==> src/rtl/oatu_pkg.sv <==
package oatu_pkg;
  localparam int WORD_W        = 32;
  localparam int XADDR_W       = 64;
  localparam int SEL_W         = 3;
  localparam int GRANULE_LSB   = 10;
  localparam int CTRL_MASK_W   = WORD_W - GRANULE_LSB;

  typedef enum logic [1:0] {
    XT_CFG = 2'd0,
    XT_IO  = 2'd1,
    XT_MEM = 2'd2,
    XT_RSV = 2'd3
  } xact_t;

  typedef enum logic [SEL_W-1:0] {
    RS_CTRL  = 3'd0,
    RS_LB_LO = 3'd1,
    RS_LB_HI = 3'd2,
    RS_TB_LO = 3'd3,
    RS_TB_HI = 3'd4,
    RS_SZ_HI = 3'd5
  } reg_sel_e;
endpackage

==> src/rtl/oatu_win_regs.sv <==
module oatu_win_regs
  import oatu_pkg::*;
(
  input  logic                 clk,
  input  logic                 rst_n,
  input  logic                 wr_en,
  input  logic [SEL_W-1:0]     sel,
  input  logic [WORD_W-1:0]    wdata,
  output logic [WORD_W-1:0]    rdata,
  output logic                 en,
  output logic [1:0]           kind,
  output logic [XADDR_W-1:0]   lbase,
  output logic [XADDR_W-1:0]   tbase,
  output logic [XADDR_W-1:0]   mask
);
  logic                   en_q,   en_d;
  logic [1:0]             kind_q, kind_d;
  logic [CTRL_MASK_W-1:0] mlo_q,  mlo_d;
  logic [WORD_W-1:0]      mhi_q,  mhi_d;
  logic [WORD_W-1:0]      lbl_q,  lbl_d;
  logic [WORD_W-1:0]      lbh_q,  lbh_d;
  logic [WORD_W-1:0]      tbl_q,  tbl_d;
  logic [WORD_W-1:0]      tbh_q,  tbh_d;

  always_comb begin
    en_d   = en_q;
    kind_d = kind_q;
    mlo_d  = mlo_q;
    mhi_d  = mhi_q;
    lbl_d  = lbl_q;
    lbh_d  = lbh_q;
    tbl_d  = tbl_q;
    tbh_d  = tbh_q;
    if (wr_en) begin
      case (sel)
        RS_CTRL: begin
          en_d   = wdata[0];
          kind_d = wdata[2:1];
          mlo_d  = wdata[WORD_W-1:GRANULE_LSB];
        end
        RS_LB_LO: lbl_d = wdata;
        RS_LB_HI: lbh_d = wdata;
        RS_TB_LO: tbl_d = wdata;
        RS_TB_HI: tbh_d = wdata;
        RS_SZ_HI: mhi_d = wdata;
        default: ;
      endcase
    end
  end

  always_ff @(posedge clk or negedge rst_n) begin
    if (!rst_n) begin
      en_q   <= 1'b0;
      kind_q <= 2'b00;
      mlo_q  <= '0;
      mhi_q  <= '0;
      lbl_q  <= '0;
      lbh_q  <= '0;
      tbl_q  <= '0;
      tbh_q  <= '0;
    end else begin
      en_q   <= en_d;
      kind_q <= kind_d;
      mlo_q  <= mlo_d;
      mhi_q  <= mhi_d;
      lbl_q  <= lbl_d;
      lbh_q  <= lbh_d;
      tbl_q  <= tbl_d;
      tbh_q  <= tbh_d;
    end
  end

  always_comb begin
    case (sel)
      RS_CTRL:  rdata = {mlo_q, {(GRANULE_LSB-3){1'b0}}, kind_q, en_q};
      RS_LB_LO: rdata = lbl_q;
      RS_LB_HI: rdata = lbh_q;
      RS_TB_LO: rdata = tbl_q;
      RS_TB_HI: rdata = tbh_q;
      RS_SZ_HI: rdata = mhi_q;
      default:  rdata = '0;
    endcase
  end

  assign en    = en_q;
  assign kind  = kind_q;
  assign lbase = {lbh_q, lbl_q};
  assign tbase = {tbh_q, tbl_q};
  assign mask  = {mhi_q, mlo_q, {GRANULE_LSB{1'b0}}};
endmodule

==> src/rtl/oatu_win_match.sv <==
module oatu_win_match
  import oatu_pkg::*;
(
  input  logic               en,
  input  logic [XADDR_W-1:0] lbase,
  input  logic [XADDR_W-1:0] tbase,
  input  logic [XADDR_W-1:0] mask,
  input  logic [XADDR_W-1:0] addr,
  output logic               hit,
  output logic [XADDR_W-1:0] xaddr
);
  logic [XADDR_W-1:0] diff;

  always_comb begin
    diff  = (addr ^ lbase) & mask;
    hit   = en && (diff == '0);
    xaddr = (tbase & mask) | (addr & ~mask);
  end
endmodule

==> src/rtl/oatu_prio_sel.sv <==
module oatu_prio_sel
  import oatu_pkg::*;
#(
  parameter  int NUM_WIN = 8,
  localparam int IDX_W   = (NUM_WIN > 1) ? $clog2(NUM_WIN) : 1
)(
  input  logic [NUM_WIN-1:0]              hit_vec,
  input  logic [NUM_WIN-1:0][1:0]         kind_vec,
  input  logic [NUM_WIN-1:0][XADDR_W-1:0] xaddr_vec,
  output logic                            any_hit,
  output logic [IDX_W-1:0]                win_idx,
  output logic [1:0]                      win_kind,
  output logic [XADDR_W-1:0]              win_xaddr
);
  always_comb begin
    any_hit   = 1'b0;
    win_idx   = '0;
    win_kind  = XT_CFG;
    win_xaddr = '0;
    for (int i = NUM_WIN - 1; i >= 0; i--) begin
      if (hit_vec[i]) begin
        any_hit   = 1'b1;
        win_idx   = IDX_W'(i);
        win_kind  = kind_vec[i];
        win_xaddr = xaddr_vec[i];
      end
    end
  end
endmodule

==> src/rtl/oatu_outbound_xlate.sv <==
module oatu_outbound_xlate
  import oatu_pkg::*;
#(
  parameter  int NUM_WIN = 8,
  localparam int IDX_W   = (NUM_WIN > 1) ? $clog2(NUM_WIN) : 1,
  localparam int RA_W    = IDX_W + SEL_W
)(
  input  logic               clk,
  input  logic               rst_n,
  input  logic               reg_wr_en,
  input  logic               reg_rd_en,
  input  logic [RA_W-1:0]    reg_addr,
  input  logic [WORD_W-1:0]  reg_wdata,
  output logic [WORD_W-1:0]  reg_rdata,
  input  logic               lk_valid,
  input  logic [XADDR_W-1:0] lk_addr,
  output logic               res_valid,
  output logic               res_hit,
  output logic [IDX_W-1:0]   res_idx,
  output logic [1:0]         res_type,
  output logic [XADDR_W-1:0] res_addr
);
  // reset synchronizer: asserts at once, releases on the second edge
  logic [1:0] rst_pipe;
  logic       rst_n_s;

  always_ff @(posedge clk or negedge rst_n) begin
    if (!rst_n) rst_pipe <= 2'b00;
    else        rst_pipe <= {rst_pipe[0], 1'b1};
  end
  assign rst_n_s = rst_pipe[1];

  logic [IDX_W-1:0] win_sel;
  logic [SEL_W-1:0] reg_sel;
  assign win_sel = reg_addr[RA_W-1:SEL_W];
  assign reg_sel = reg_addr[SEL_W-1:0];

  logic [NUM_WIN-1:0]              win_en;
  logic [NUM_WIN-1:0][1:0]         win_kind;
  logic [NUM_WIN-1:0][XADDR_W-1:0] win_lbase;
  logic [NUM_WIN-1:0][XADDR_W-1:0] win_tbase;
  logic [NUM_WIN-1:0][XADDR_W-1:0] win_mask;
  logic [NUM_WIN-1:0][XADDR_W-1:0] win_xaddr;
  logic [NUM_WIN-1:0][WORD_W-1:0]  rd_word;
  logic [NUM_WIN-1:0]              hit_vec;

  for (genvar gi = 0; gi < NUM_WIN; gi++) begin : g_win
    logic wr_here;
    assign wr_here = reg_wr_en && (win_sel == IDX_W'(gi));

    oatu_win_regs u_regs (
      .clk   (clk),
      .rst_n (rst_n_s),
      .wr_en (wr_here),
      .sel   (reg_sel),
      .wdata (reg_wdata),
      .rdata (rd_word[gi]),
      .en    (win_en[gi]),
      .kind  (win_kind[gi]),
      .lbase (win_lbase[gi]),
      .tbase (win_tbase[gi]),
      .mask  (win_mask[gi])
    );

    oatu_win_match u_match (
      .en    (win_en[gi]),
      .lbase (win_lbase[gi]),
      .tbase (win_tbase[gi]),
      .mask  (win_mask[gi]),
      .addr  (lk_addr),
      .hit   (hit_vec[gi]),
      .xaddr (win_xaddr[gi])
    );
  end

  logic                any_hit;
  logic [IDX_W-1:0]    sel_idx;
  logic [1:0]          sel_kind;
  logic [XADDR_W-1:0]  sel_xaddr;

  oatu_prio_sel #(.NUM_WIN(NUM_WIN)) u_prio (
    .hit_vec   (hit_vec),
    .kind_vec  (win_kind),
    .xaddr_vec (win_xaddr),
    .any_hit   (any_hit),
    .win_idx   (sel_idx),
    .win_kind  (sel_kind),
    .win_xaddr (sel_xaddr)
  );

  // register read path
  logic [WORD_W-1:0] rd_mux, rdata_q, rdata_d;

  always_comb begin
    rd_mux = '0;
    for (int i = 0; i < NUM_WIN; i++) begin
      if (win_sel == IDX_W'(i)) rd_mux = rd_word[i];
    end
    rdata_d = reg_rd_en ? rd_mux : rdata_q;
  end

  // lookup result stage
  logic               vld_q, vld_d;
  logic               hit_q, hit_d;
  logic [IDX_W-1:0]   idx_q, idx_d;
  logic [1:0]         typ_q, typ_d;
  logic [XADDR_W-1:0] xa_q,  xa_d;

  always_comb begin
    vld_d = lk_valid;
    hit_d = hit_q;
    idx_d = idx_q;
    typ_d = typ_q;
    xa_d  = xa_q;
    if (lk_valid) begin
      hit_d = any_hit;
      idx_d = sel_idx;
      typ_d = sel_kind;
      xa_d  = sel_xaddr;
    end
  end

  always_ff @(posedge clk or negedge rst_n_s) begin
    if (!rst_n_s) begin
      rdata_q <= '0;
      vld_q   <= 1'b0;
      hit_q   <= 1'b0;
      idx_q   <= '0;
      typ_q   <= 2'b00;
      xa_q    <= '0;
    end else begin
      rdata_q <= rdata_d;
      vld_q   <= vld_d;
      hit_q   <= hit_d;
      idx_q   <= idx_d;
      typ_q   <= typ_d;
      xa_q    <= xa_d;
    end
  end

  assign reg_rdata = rdata_q;
  assign res_valid = vld_q;
  assign res_hit   = hit_q;
  assign res_idx   = idx_q;
  assign res_type  = typ_q;
  assign res_addr  = xa_q;
endmodule

==> config.mk <==
export PLATFORM = sky130hd
export DESIGN_NAME = oatu_outbound_xlate
export DESIGN_NICKNAME = d
export VERILOG_FILES = /design/src/rtl/oatu_pkg.sv /design/src/rtl/oatu_win_regs.sv /design/src/rtl/oatu_win_match.sv /design/src/rtl/oatu_prio_sel.sv /design/src/rtl/oatu_outbound_xlate.sv
export SDC_FILE = /design/constraint.sdc
export NUM_CORES = 2
export LEC_CHECK = 0
export BUFFER_PORTS_ARGS = -buffer_cell sky130_fd_sc_hd__buf_2
export CORE_ASPECT_RATIO = 2
export CORE_MARGIN = 2
export CORE_UTILIZATION = 50
export DETAILED_ROUTE_END_ITERATION = 16
export GPL_ROUTABILITY_DRIVEN = 0
export PLACE_DENSITY = 0.75
export SYNTH_ARGS = -nofsm -noshare
export SYNTH_HDL_FRONTEND = slang
export SYNTH_HIERARCHICAL = 1
export SYNTH_SLANG_ARGS = --single-unit
==> constraint.sdc <==
create_clock -name clk -period 57.6 [get_ports clk]
set_input_delay 2.88 -clock clk [delete_from_list [all_inputs] [get_ports clk]]
set_output_delay 2.88 -clock clk [all_outputs]
set_load 0.02 [all_outputs]
==> flow_summary.toml <==
[outcome]
status = "finished with violations"
violations = "max-capacitance violations, max-slew violations"

[synthesis]
yosysUniqueCellTypes = 68
synth_edf_count = 0
syn_avg_cell_area_um2 = 12.5
ys_seq_area_frac = 0.424
async_flop_share = 1.00
yosys_most_used_dff = "dfrtp_1"
syn_inst = 7504
synth-seq-cells = 1585
syn_area_um2 = 93500
yosys_warnings = 6

[clocking]
clk_pin_slew_worst_paths_ns = 0.07
clkSinkCount = 1585
clk_latency_ns = 0.83
post_cts_buffers = 0
ctsLongestPathBuffers = 4
cts_root_buffer = "clkbuf_16"
postCtsResizedCells = 0
cts_tree = "built"
cts_hold_repair.buffers = 0
htreeDepth = 4
cts_buffers = 149

[setup_path]
cp_common_cell = "buf_4"
end_kind = "flop"
arrival_ns = 9.36
crit_required_ns = 58.37
crit_type = "primary input to flop"
worstPathCellList = "buf_2 > xor2_1 > a22o_1 > a221oi_2 > nand3_1 > or4_1 > nor4_4 > buf_4 > nor2_4 > buf_4 > nand2_1 > o211ai_1 > o21ai_0 > mux2_2"
slowest_stage = "a221oi_2"
crit_fanout = 48
worst-path-buf-inv = 3
worst_path_largest_cell_delay_ns = 1.18
cp-start-kind = "primary input"
crit_family = "simple AND/OR/NAND/NOR gates"

[drt]
wl_per_cell_um = 40.2
via_per_inst = 7.17
ant_nets = 0
vias = 72800
routed_wl_um = 408000
drtIter0Drc = 9027
drtPass1Iterations = 8
drcViolationCount = 0

[final_layout]
fin_nets = 7631
area_growth_pct = 7.85
fin_util = 0.542
final_cell_mix = "mux2_2, dfrtp_1, xor2_1"
drive_above_1_share = 0.372
stdcell_count = 10200
fillers = 15600
final_common_cell = "mux2_2"

[placement]
portBuffers = 209
place_hpwl_um = 286000
placedCellCount = 9851

[sta]
hold_violations = 0
min_period_ns = 8.59
tns_ns = 0
finClkSkew_ns = 0.0439
fmaxAchievable_ghz = 0.116
grt_setup_unrepaired = "false"
period_share = 0.149
finalMaxSlewViolations = 54
fin_hold_ws_ns = 0.353
worst_pin_slew_ns = 1.66
timing.slew.headroom = -0.110
setup_viol = 0

[job]
maxCapViolCount = 3

[worst_hold_path]
hold_path.class = "flop to flop"

[die]
dieArea_um2 = 191000
start_util = 0.502
rows = 224
die_y_um = 616
num_io_pins = 210
core_um2 = 186000
die_x_um = 310

[global_routing]
antenna_found_initial = 74
grt_use_total = 0.422
grt-ovfl-total = 0
grt_pass1_wl_um = 566000
grt_pass1_vias = 71600
grt_start_max_net_pins = 162

[pwr]
p_per_area_nw_per_um2 = 31.0
finalPower_mw = 3.13
peakVddDrop_mv = 0.0213
leakage_nw = 46.9
-- sequential cells by signal (all words and copies together) (netlist names) --
name                count
reg_rdata              32
g_win.u_regs/en         8
res_type                2
res_hit                 1
res_idx                 3
g_win.u_regs/tbl_q    256
g_win.u_regs/lbh_q    256
res_valid               1
res_addr               64
g_win.u_regs/kind      16
g_win.u_regs/lbl_q    256
g_win.u_regs/tbh_q    256
g_win.u_regs/mhi_q    256
rst_pipe                2
g_win.u_regs/mlo_q    176
-- stage by stage --
stage          area [µm²]  setup WS [ns]
2_1_floorplan       93800          10.15
4_1_cts            101000          49.90
6_report           101000          49.01
5_1_grt            101000          49.25
3_3_place_gp        95800          48.38
3_5_place_dp        95900          49.09
-- report_power, final --
| group | internal [mW] | total (mW) | switching (mW) |
|---|---|---|---|
| Combinational | 0.296 | 0.674 | 0.378 |
| Clock | 0.565 | 1.02 | 0.458 |
| Sequential | 1.25 | 1.43 | 0.177 |
-- final cells by class --
class                      instances  area, µm²  area share
clock buffer                     210       4270      0.0423
antenna                           43        108     0.00107
inverter                          12       45.0    0.000447
multi-input combinational       5390      50600       0.502
timing repair buffer             386       2520      0.0250
clock inverter                    39        485     0.00481
tap                             2486       3110      0.0308
sequential                      1585      39700       0.393
-- metal layers --
| metal | track usage | wire (µm) |
|---|---|---|
| met5 | 0 | 216 |
| met4 | 0.392 | 50500 |
| met3 | 0.106 | 41100 |
| met2 | 0.675 | 188000 |
| met1 | 0.452 | 128000 |
-- synthesized netlist by cell type (44+ instances only) --
cell type | count | area (µm²)
mux2_2 | 1702 | 19200
nand3b_1 | 96 | 721
buf_2 | 196 | 981
dfrtp_1 | 1585 | 39700
mux2i_1 | 442 | 4420
a221o_1 | 162 | 1620
clkbuf_1 | 130 | 488
mux2_1 | 104 | 1170
o21ai_1 | 79 | 395
a31oi_1 | 73 | 457
a21oi_1 | 155 | 776
a221oi_1 | 166 | 1450
buf_6 | 77 | 867
o221ai_1 | 56 | 490
o22ai_1 | 44 | 275
nand2b_1 | 53 | 332
or3_1 | 48 | 300
mux2_4 | 400 | 6010
o211ai_1 | 45 | 338
nor2b_1 | 58 | 363
xor2_1 | 512 | 4480
nor2_1 | 170 | 638
a22o_1 | 56 | 490
o21ai_0 | 137 | 686
nand3_1 | 57 | 285
buf_4 | 169 | 1270
nand2_1 | 186 | 698
a22oi_1 | 148 | 1110
o2111ai_1 | 45 | 394
-- cells by family after synthesis --
group,after synthesis,synth area share
AO/OA/AOI/OAI,1332,0.108
XOR/XNOR,512,0.0480
buffers and inverters,601,0.0406
flip-flops,1585,0.424
multiplexers,2648,0.329
other,9,0.000361
AND/OR/NAND/NOR,817,0.0497
-- final timing paths --
kind                       slack, ns                                  start                               endpoint  cells after the start
max                            49.01                            lk_addr[59]               res_addr[63]$_DFFE_PN0P_                     14
min                             0.35                  rst_pipe[0]$_DFF_PN0_                  rst_pipe[1]$_DFF_PN0_                      0
max reg2reg                    51.28  g_win[2].u_regs/lbh_q[27]$_DFFE_PN0P_               res_addr[63]$_DFFE_PN0P_                     13
min reg2reg                     0.35                  rst_pipe[0]$_DFF_PN0_                  rst_pipe[1]$_DFF_PN0_                      0
max in group asynchronous      53.61                  rst_pipe[1]$_DFF_PN0_  g_win[7].u_regs/mhi_q[27]$_DFFE_PN0P_                      3
min in group asynchronous       0.44                  rst_pipe[1]$_DFF_PN0_  g_win[1].u_regs/tbh_q[30]$_DFFE_PN0P_                      0
Note: power is estimated with default switching activity, not from simulation.
